File: src/rtl/ptw_pkg.sv
// Package ptw_pkg
// Shared state and result encodings for the two-level page table walker.
// Assumes 32-bit table entries whose bit 0 is the valid flag.
package ptw_pkg;

    typedef enum logic [2:0] {
        ST_IDLE     = 3'd0,
        ST_RD_OUTER = 3'd1,
        ST_WT_OUTER = 3'd2,
        ST_RD_INNER = 3'd3,
        ST_WT_INNER = 3'd4,
        ST_DONE     = 3'd5,
        ST_FAULT    = 3'd6
    } walk_state_e;

    typedef enum logic [1:0] {
        FC_NONE      = 2'd0,
        FC_BOUND     = 2'd1,
        FC_OUTER_INV = 2'd2,
        FC_INNER_INV = 2'd3
    } fault_code_e;

    localparam int ENTRY_SHIFT = 2;

endpackage

File: src/rtl/ptw_cfg_regs.sv
// Module ptw_cfg_regs
// Holds the outer-table base address and the outer-table length.
// Assumes the idle flag comes from the walk sequencer; writes outside idle are dropped.
module ptw_cfg_regs #(
    parameter int AW    = 32,
    parameter int LEN_W = 13
) (
    input  logic          clk,
    input  logic          rst_n,
    input  logic          idle,
    input  logic          cfg_we,
    input  logic          cfg_sel,
    input  logic [AW-1:0] cfg_wdata,
    output logic [AW-1:0] tbl_base,
    output logic [LEN_W-1:0] tbl_len
);

    // Update base or length only while the sequencer is idle.
    always_ff @(posedge clk) begin
        if (!rst_n) begin
            tbl_base <= '0;
            tbl_len  <= '0;
        end else if (cfg_we && idle) begin
            if (cfg_sel) tbl_len  <= cfg_wdata[LEN_W-1:0];
            else         tbl_base <= cfg_wdata;
        end
    end

    // registers hold while a walk is in progress
    a_r10_cfg_frozen: assert property (@(posedge clk) disable iff (!rst_n)
        !idle |=> ($stable(tbl_base) && $stable(tbl_len)));

endmodule

File: src/rtl/ptw_addr_gen.sv
// Module ptw_addr_gen
// Splits the page number into indices, compares the outer index with the
// table length and forms the byte address of the entry to read.
// Assumes inner tables are aligned to their own size (1024 entries of 4 bytes).
module ptw_addr_gen #(
    parameter int AW      = 32,
    parameter int OUTER_W = 12,
    parameter int INNER_W = 10,
    parameter int LEN_W   = OUTER_W + 1,
    parameter int TB_W    = AW - INNER_W - ptw_pkg::ENTRY_SHIFT
) (
    input  logic [OUTER_W+INNER_W-1:0] vpn,
    input  logic [AW-1:0]              tbl_base,
    input  logic [LEN_W-1:0]           tbl_len,
    input  logic [TB_W-1:0]            inner_base,
    input  logic                       sel_inner,
    output logic                       bound_fail,
    output logic [AW-1:0]              req_addr
);

    localparam int PAD_W = AW - OUTER_W - ptw_pkg::ENTRY_SHIFT;

    logic [OUTER_W-1:0] outer_idx;
    logic [INNER_W-1:0] inner_idx;
    logic [AW-1:0]      outer_addr;
    logic [AW-1:0]      inner_addr;

    // Split the page number into its two index fields.
    always_comb begin
        outer_idx = vpn[OUTER_W+INNER_W-1:INNER_W];
        inner_idx = vpn[INNER_W-1:0];
    end

    // Compare the outer index with the configured table length.
    always_comb bound_fail = ({1'b0, outer_idx} >= tbl_len);

    // Form both candidate entry addresses and pick the one for this step.
    always_comb begin
        outer_addr = tbl_base + {{PAD_W{1'b0}}, outer_idx, {ptw_pkg::ENTRY_SHIFT{1'b0}}};
        inner_addr = {inner_base, inner_idx, {ptw_pkg::ENTRY_SHIFT{1'b0}}};
        req_addr   = sel_inner ? inner_addr : outer_addr;
    end

endmodule

File: src/rtl/ptw_fsm.sv
// Module ptw_fsm
// Sequences one walk: accept, outer read, inner read, result pulse.
// Assumes one outstanding memory read and a response some cycles after acceptance.
module ptw_fsm
    import ptw_pkg::*;
#(
    parameter int AW      = 32,
    parameter int OUTER_W = 12,
    parameter int INNER_W = 10,
    parameter int VPN_W   = OUTER_W + INNER_W,
    parameter int OFFS_W  = AW - VPN_W,
    parameter int FRAME_W = AW - OFFS_W,
    parameter int TB_W    = AW - INNER_W - ENTRY_SHIFT
) (
    input  logic               clk,
    input  logic               rst_n,
    input  logic               miss_valid,
    input  logic [VPN_W-1:0]   miss_vpn,
    input  logic               bound_fail,
    input  logic               mem_req_ready,
    input  logic               mem_rsp_valid,
    input  logic [AW-1:0]      mem_rsp_data,
    output logic               miss_ready,
    output logic               mem_req_valid,
    output logic               sel_inner,
    output logic [VPN_W-1:0]   cur_vpn,
    output logic [TB_W-1:0]    inner_base,
    output logic               res_valid,
    output logic [1:0]         res_code,
    output logic [FRAME_W-1:0] res_frame
);

    walk_state_e        state, state_nx;
    logic [VPN_W-1:0]   vpn_q;
    logic [TB_W-1:0]    tbase_q;
    fault_code_e        code_q;
    logic [FRAME_W-1:0] frame_q;
    logic               rsp_ok;
    logic               accept;
    logic               unused_rsp_bits;

    assign unused_rsp_bits = ^mem_rsp_data[OFFS_W-1:1];

    // Decode handshakes and the entry valid flag.
    always_comb begin
        rsp_ok = mem_rsp_data[0];
        accept = (state == ST_IDLE) && miss_valid;
    end

    // Next-state selection for the walk sequence.
    always_comb begin
        state_nx = state;
        case (state)
            ST_IDLE:     if (miss_valid) state_nx = bound_fail ? ST_FAULT : ST_RD_OUTER;
            ST_RD_OUTER: if (mem_req_ready) state_nx = ST_WT_OUTER;
            ST_WT_OUTER: if (mem_rsp_valid) state_nx = rsp_ok ? ST_RD_INNER : ST_FAULT;
            ST_RD_INNER: if (mem_req_ready) state_nx = ST_WT_INNER;
            ST_WT_INNER: if (mem_rsp_valid) state_nx = rsp_ok ? ST_DONE : ST_FAULT;
            ST_DONE:     state_nx = ST_IDLE;
            ST_FAULT:    state_nx = ST_IDLE;
            default:     state_nx = ST_IDLE;
        endcase
    end

    // State register.
    always_ff @(posedge clk) begin
        if (!rst_n) state <= ST_IDLE;
        else        state <= state_nx;
    end

    // Capture the page number, the inner table base and the result fields.
    always_ff @(posedge clk) begin
        if (!rst_n) begin
            vpn_q   <= '0;
            tbase_q <= '0;
            code_q  <= FC_NONE;
            frame_q <= '0;
        end else begin
            if (accept) begin
                vpn_q   <= miss_vpn;
                frame_q <= '0;
                code_q  <= bound_fail ? FC_BOUND : FC_NONE;
            end
            if (state == ST_WT_OUTER && mem_rsp_valid) begin
                if (rsp_ok) tbase_q <= mem_rsp_data[AW-1:AW-TB_W];
                else        code_q  <= FC_OUTER_INV;
            end
            if (state == ST_WT_INNER && mem_rsp_valid) begin
                if (rsp_ok) begin
                    code_q  <= FC_NONE;
                    frame_q <= mem_rsp_data[AW-1:OFFS_W];
                end else begin
                    code_q  <= FC_INNER_INV;
                end
            end
        end
    end

    // Drive handshake, address-select and result outputs from the state.
    always_comb begin
        miss_ready    = (state == ST_IDLE);
        mem_req_valid = (state == ST_RD_OUTER) || (state == ST_RD_INNER);
        sel_inner     = (state == ST_RD_INNER);
        cur_vpn       = (state == ST_IDLE) ? miss_vpn : vpn_q;
        inner_base    = tbase_q;
        res_valid     = (state == ST_DONE) || (state == ST_FAULT);
        res_code      = code_q;
        res_frame     = frame_q;
    end

    // result is a single pulse followed by idle
    a_r8_result_pulse: assert property (@(posedge clk) disable iff (!rst_n)
        res_valid |=> (!res_valid && miss_ready));

    // bound fault reported next cycle without a memory request
    a_r4_bound_no_read: assert property (@(posedge clk) disable iff (!rst_n)
        (miss_valid && miss_ready && bound_fail) |=>
        (res_valid && res_code == FC_BOUND && !mem_req_valid));

    // invalid outer entry stops the walk with code 2
    a_r5_outer_stop: assert property (@(posedge clk) disable iff (!rst_n)
        (state == ST_WT_OUTER && mem_rsp_valid && !mem_rsp_data[0]) |=>
        (res_valid && res_code == FC_OUTER_INV));

    // no request while the walker offers to accept a miss
    a_r11_req_not_idle: assert property (@(posedge clk) disable iff (!rst_n)
        mem_req_valid |-> !miss_ready);

endmodule

File: src/rtl/pt_walker.sv
// Module pt_walker
// Top of the two-level page table walker: configuration registers, index
// and address generation, and the walk sequencer.
// Assumes the memory port keeps a single read outstanding and answers it in order.
module pt_walker #(
    parameter int AW      = 32,
    parameter int OUTER_W = 12,
    parameter int INNER_W = 10
) (
    input  logic                      clk,
    input  logic                      rst_n,
    input  logic                      cfg_we,
    input  logic                      cfg_sel,
    input  logic [AW-1:0]             cfg_wdata,
    input  logic                      miss_valid,
    input  logic [OUTER_W+INNER_W-1:0] miss_vpn,
    output logic                      miss_ready,
    output logic                      mem_req_valid,
    input  logic                      mem_req_ready,
    output logic [AW-1:0]             mem_req_addr,
    input  logic                      mem_rsp_valid,
    input  logic [AW-1:0]             mem_rsp_data,
    output logic                      res_valid,
    output logic [1:0]                res_code,
    output logic [OUTER_W+INNER_W-1:0] res_frame
);

    localparam int VPN_W = OUTER_W + INNER_W;
    localparam int LEN_W = OUTER_W + 1;
    localparam int TB_W  = AW - INNER_W - ptw_pkg::ENTRY_SHIFT;

    logic [AW-1:0]    tbl_base;
    logic [LEN_W-1:0] tbl_len;
    logic [VPN_W-1:0] cur_vpn;
    logic [TB_W-1:0]  inner_base;
    logic             sel_inner;
    logic             bound_fail;

    ptw_cfg_regs #(.AW(AW), .LEN_W(LEN_W)) u_cfg (
        .clk       (clk),
        .rst_n     (rst_n),
        .idle      (miss_ready),
        .cfg_we    (cfg_we),
        .cfg_sel   (cfg_sel),
        .cfg_wdata (cfg_wdata),
        .tbl_base  (tbl_base),
        .tbl_len   (tbl_len)
    );

    ptw_addr_gen #(.AW(AW), .OUTER_W(OUTER_W), .INNER_W(INNER_W), .LEN_W(LEN_W), .TB_W(TB_W)) u_addr (
        .vpn        (cur_vpn),
        .tbl_base   (tbl_base),
        .tbl_len    (tbl_len),
        .inner_base (inner_base),
        .sel_inner  (sel_inner),
        .bound_fail (bound_fail),
        .req_addr   (mem_req_addr)
    );

    ptw_fsm #(.AW(AW), .OUTER_W(OUTER_W), .INNER_W(INNER_W)) u_fsm (
        .clk           (clk),
        .rst_n         (rst_n),
        .miss_valid    (miss_valid),
        .miss_vpn      (miss_vpn),
        .bound_fail    (bound_fail),
        .mem_req_ready (mem_req_ready),
        .mem_rsp_valid (mem_rsp_valid),
        .mem_rsp_data  (mem_rsp_data),
        .miss_ready    (miss_ready),
        .mem_req_valid (mem_req_valid),
        .sel_inner     (sel_inner),
        .cur_vpn       (cur_vpn),
        .inner_base    (inner_base),
        .res_valid     (res_valid),
        .res_code      (res_code),
        .res_frame     (res_frame)
    );

    // a stalled request keeps its valid and its address
    a_r9_req_hold: assert property (@(posedge clk) disable iff (!rst_n)
        (mem_req_valid && !mem_req_ready) |=> (mem_req_valid && $stable(mem_req_addr)));

endmodule

File: config.mk
export PLATFORM = sky130hd
export DESIGN_NAME = pt_walker
export DESIGN_NICKNAME = d
export VERILOG_FILES = /design/src/rtl/ptw_pkg.sv /design/src/rtl/ptw_cfg_regs.sv /design/src/rtl/ptw_addr_gen.sv /design/src/rtl/ptw_fsm.sv /design/src/rtl/pt_walker.sv
export SDC_FILE = /design/constraint.sdc
export NUM_CORES = 1
export LEC_CHECK = 0
export CAP_MARGIN = 20
export CORE_ASPECT_RATIO = 1.75
export CORE_MARGIN = 2
export CORE_UTILIZATION = 45
export CTS_CLUSTER_SIZE = 25
export DETAILED_ROUTE_END_ITERATION = 7
export DONT_BUFFER_PORTS = 1
export GPL_TIMING_DRIVEN = 1
export RECOVER_POWER = 50
export SETUP_SLACK_MARGIN = 0.05
export SYNTH_ARGS = -nofsm -noshare
export SYNTH_HDL_FRONTEND = slang
export SYNTH_SLANG_ARGS = --single-unit
File: constraint.sdc
create_clock -name clk -period 3.1 [get_ports clk]
set_clock_uncertainty 0.15 [all_clocks]
set_input_delay 0.155 -clock clk [delete_from_list [all_inputs] [get_ports clk]]
set_output_delay 0.155 -clock clk [all_outputs]
set_load 0.05 [all_outputs]
==> metrics <==
outcome=finished with violations; violated checks=setup timing; number of nets produced by synthesis=867; CP Max Fanout=16; most common cell after layout, fill and taps aside=sky130_fd_sc_hd__nand2_1; unrepaired setup endpoints after global routing=true; number of buffer cells added on primary ports=0; path type of the worst setup path=reg -> out; maximum VDD drop=0.780 mV; post-synthesis instance total=749; vias in the first global route=6178; power after layout=8.08 mW; sequential-to-total area share from yosys stat=0.388; leakage power total=3.41 nW; GR Util All Layers=0.298; number of sinks driven by the clock tree=114; min setup slack post-route=-0.706 ns; TritonCTS Buffers=17; Vias=5996; Die Span Y=155 um; Critical Path Stages=13; synth unique cells=53; starting density of the core=0.457; fraction of final layout cells with drive strength greater than 1=0.257; FF-to-FF setup slack=around 0.12 ns; terminating pin of the worst hold path=u_fsm.res_code[0]$_SDFF_PN0_; transition at the pin with the smallest max-transition slack=0.884 ns; global-route wire length before repair=32400 um; Reg2Reg Depth=12; Crit Reg-Reg Startpoint=u_fsm.state[0]$_SDFFE_PN0P_; Max Root-Sink Buffers=2; worst hold start=miss_valid; total die area=14000 um^2; peak per-stage delay on the critical path=0.41 ns; Worst-path clk slew=0.06 ns; Max Cap Viol=0; number of warnings printed during yosys synthesis=0; cell with the largest stage delay on the worst path=sky130_fd_sc_hd__o41ai_4; violation count after the first detailed-routing iteration=269; endpoint of the most critical register-to-register path=u_fsm.state[0]$_SDFFE_PN0P_; buffer cell driving the clock tree root=sky130_fd_sc_hd__clkbuf_16; Pins Over Slew Limit=0; post-synthesis instance area=between 5000 and 6000 um^2; Largest delay share family, worst path=compound AO/OA/AOI/OAI gates; Hold Vio Cnt, Final=0; CP cell instances=nor3_4 -> buf_12 -> mux2_4 -> ha_4 -> a21o_1 -> a21oi_4 -> a21oi_4 -> o41ai_4 -> buf_12 -> xor2_2 -> buf_4 -> a21oi_4 -> buf_12; buffering stage count on the worst path with inverters included=4; global route total overflow=0; commonest non-fill, non-tap cells in the layout=sky130_fd_sc_hd__nand2_1 (175), sky130_fd_sc_hd__dfxtp_1 (112), sky130_fd_sc_hd__dlygate4sd3_1 (87); Highest Clock Rate=263 MHz; required time worst endpoint=2.79 ns; layout net count=1025; width of the die=90.4 um; Hold Crit Depth=3; final critical path time including I/O delays and setup=approximately 3.8 ns; DRC Markers=0; arrival time at the worst endpoint=3.50 ns; CTS tree=built; final worst path period share=1.23; number of iterations in the first detailed-routing pass=5; routed length per placed instance=~19 um; crit start category=flip-flop; Floorplan Core Area=approximately 13000 um^2; detailed-route vias per instance=roughly 5.5; Post-Route Setup TNS=-14.78 ns; # H-tree levels=4; HPWL after detailed placement=roughly 15000 um; gpl congestion=0.925; crit end category=primary output; prevailing post-synth register cell=sky130_fd_sc_hd__dfxtp_1; aggregate routed wire length=21100 um; power density over the cells=871 nW/um^2; I/O pin cnt=152; async set or reset register ratio after synthesis=0; normalized max-slew margin=0.409; Post-DRT Antenna Nets=0; mean area per synthesized cell=7.85 um^2; layout overhead on the synthesized area=57.7%; number of antenna violations at the first check in global routing=1; class of the worst hold path=in -> reg; clock latency on the worst-skew pair=just over 0.4 ns; Post-synth EDFFs=0; endpoints failing setup=25; register bit count reported by yosys=114; number of standard-cell rows in the floorplan=55; pin count of the biggest net entering global routing=59
## through the flow
step	util	cells	hold slack [ns]	instance area, um^2	setup WS (ns)
CTS	0.703	1083	0.0153	9050	-0.726
finish	0.720	1091	0.0224	9270	-0.706
global route	0.720	1091	0.0505	9270	-0.825
floorplan	-	749	0.121	6310	-0.417
detailed placement	0.570	960	0.135	7340	-0.392
global placement	0.570	960	0.135	7340	-0.399
## Yosys cell counts (2+ instances only)
cell type,count,share of area
sky130_fd_sc_hd__a21oi_1,94,0.080
sky130_fd_sc_hd__nor3_1,4,0.0034
sky130_fd_sc_hd__buf_4,2,0.0026
sky130_fd_sc_hd__o21a_1,2,0.0026
sky130_fd_sc_hd__inv_1,24,0.015
sky130_fd_sc_hd__buf_2,11,0.0094
sky130_fd_sc_hd__a2111oi_2,3,0.0077
sky130_fd_sc_hd__o211ai_1,5,0.0064
sky130_fd_sc_hd__a211oi_1,5,0.0064
sky130_fd_sc_hd__mux2_2,12,0.023
sky130_fd_sc_hd__nand3_1,11,0.0094
sky130_fd_sc_hd__nand4b_1,2,0.0030
sky130_fd_sc_hd__a22oi_1,22,0.028
sky130_fd_sc_hd__a21oi_2,2,0.0030
sky130_fd_sc_hd__ha_1,24,0.051
sky130_fd_sc_hd__and3_1,4,0.0043
sky130_fd_sc_hd__a31oi_1,9,0.0096
sky130_fd_sc_hd__xnor2_1,12,0.018
sky130_fd_sc_hd__xor2_1,5,0.0074
sky130_fd_sc_hd__nor2_1,70,0.045
sky130_fd_sc_hd__nand2_1,176,0.11
sky130_fd_sc_hd__o31ai_1,10,0.013
sky130_fd_sc_hd__a21o_1,5,0.0064
sky130_fd_sc_hd__o21ai_0,16,0.014
sky130_fd_sc_hd__or3_1,3,0.0032
sky130_fd_sc_hd__clkbuf_1,33,0.021
sky130_fd_sc_hd__nor2b_1,2,0.0021
sky130_fd_sc_hd__mux2i_1,21,0.036
sky130_fd_sc_hd__nand2b_1,4,0.0043
sky130_fd_sc_hd__nand4_1,2,0.0021
sky130_fd_sc_hd__and2_1,5,0.0053
sky130_fd_sc_hd__or4_1,5,0.0064
sky130_fd_sc_hd__dfxtp_1,114,0.39
sky130_fd_sc_hd__or4b_1,2,0.0034
sky130_fd_sc_hd__o21ai_1,10,0.0085
## cells by family after synthesis
group	count (synthesis)	synth area share
DFF	114	0.388
muxes	33	0.0587
buffers and inverters	71	0.0502
xor gates and xnor gates	17	0.0253
and+or+nand+nor	297	0.216
adders and majority gates	25	0.0545
AOI/OAI and AO/OA	192	0.208
## worst min-delay path: cells and delay by family
kind            cells  cell delay, ns
compound gates      2            0.22
simple gates        1            0.17
## layer usage
metal  GRT usage  wire length, um  vias up
li1            -                -     2894
met1       0.287             7330     2841
met2       0.609            12100      220
met3      0.0441              760       41
met4       0.136              984        0
met5           0                0        -
## area by class of cell
class | instances | area, um^2
well taps | 171 | 214
inverters | 24 | 91.3
fillers | 965 | 3600
repair buffers | 186 | 2050
multi-input cells | 564 | 4050
clock inverters | 12 | 143
diodes | 2 | 5.00
clock buffers | 18 | 429
flip-flops and latches | 114 | 2280
## power breakdown
group	internal [mW]	switching [mW]	leakage (nW)
registers	1.67	0.248	0.927
clock network	1.24	0.701	0.277
logic	1.89	2.33	2.21
total	4.80	3.28	3.41
## sequential cells by signal, summed over array words and instances, names as in the netlist
name              cells
u_fsm.res_frame      22
u_fsm.vpn_q          22
u_cfg.tbl_len        13
u_fsm.inner_base     20
u_fsm.res_code        2
u_fsm.state           3
u_cfg.tbl_base       32
## how the worst max path moves through the flow
| stage | to | startpoint | slack, ns |
|---|---|---|---|
| final | mem_req_addr[14] | u_fsm.state[0]$_SDFFE_PN0P_ | -0.71 |
| after global routing | mem_req_addr[26] | u_fsm.state[0]$_SDFFE_PN0P_ | -0.83 |
| after CTS | mem_req_addr[26] | u_fsm.state[1]$_SDFFE_PN0P_ | -0.73 |
| after detailed placement | mem_req_addr[26] | u_fsm.state[2]$_SDFFE_PN0P_ | -0.39 |
| after global placement | mem_req_addr[14] | u_fsm.state[2]$_SDFFE_PN0P_ | -0.40 |
| after floorplan | mem_req_addr[20] | u_fsm.state[0]$_SDFFE_PN0P_ | -0.42 |
## timing repair
item	CTS	global route
setup endpoints to repair	26	30
pin swaps	23	24
resized for setup	41	29
hold buffers	87	0
setup buffers	6	5
endpoints found under the hold margin	114	0
Power figures use the tool's default switching activity.
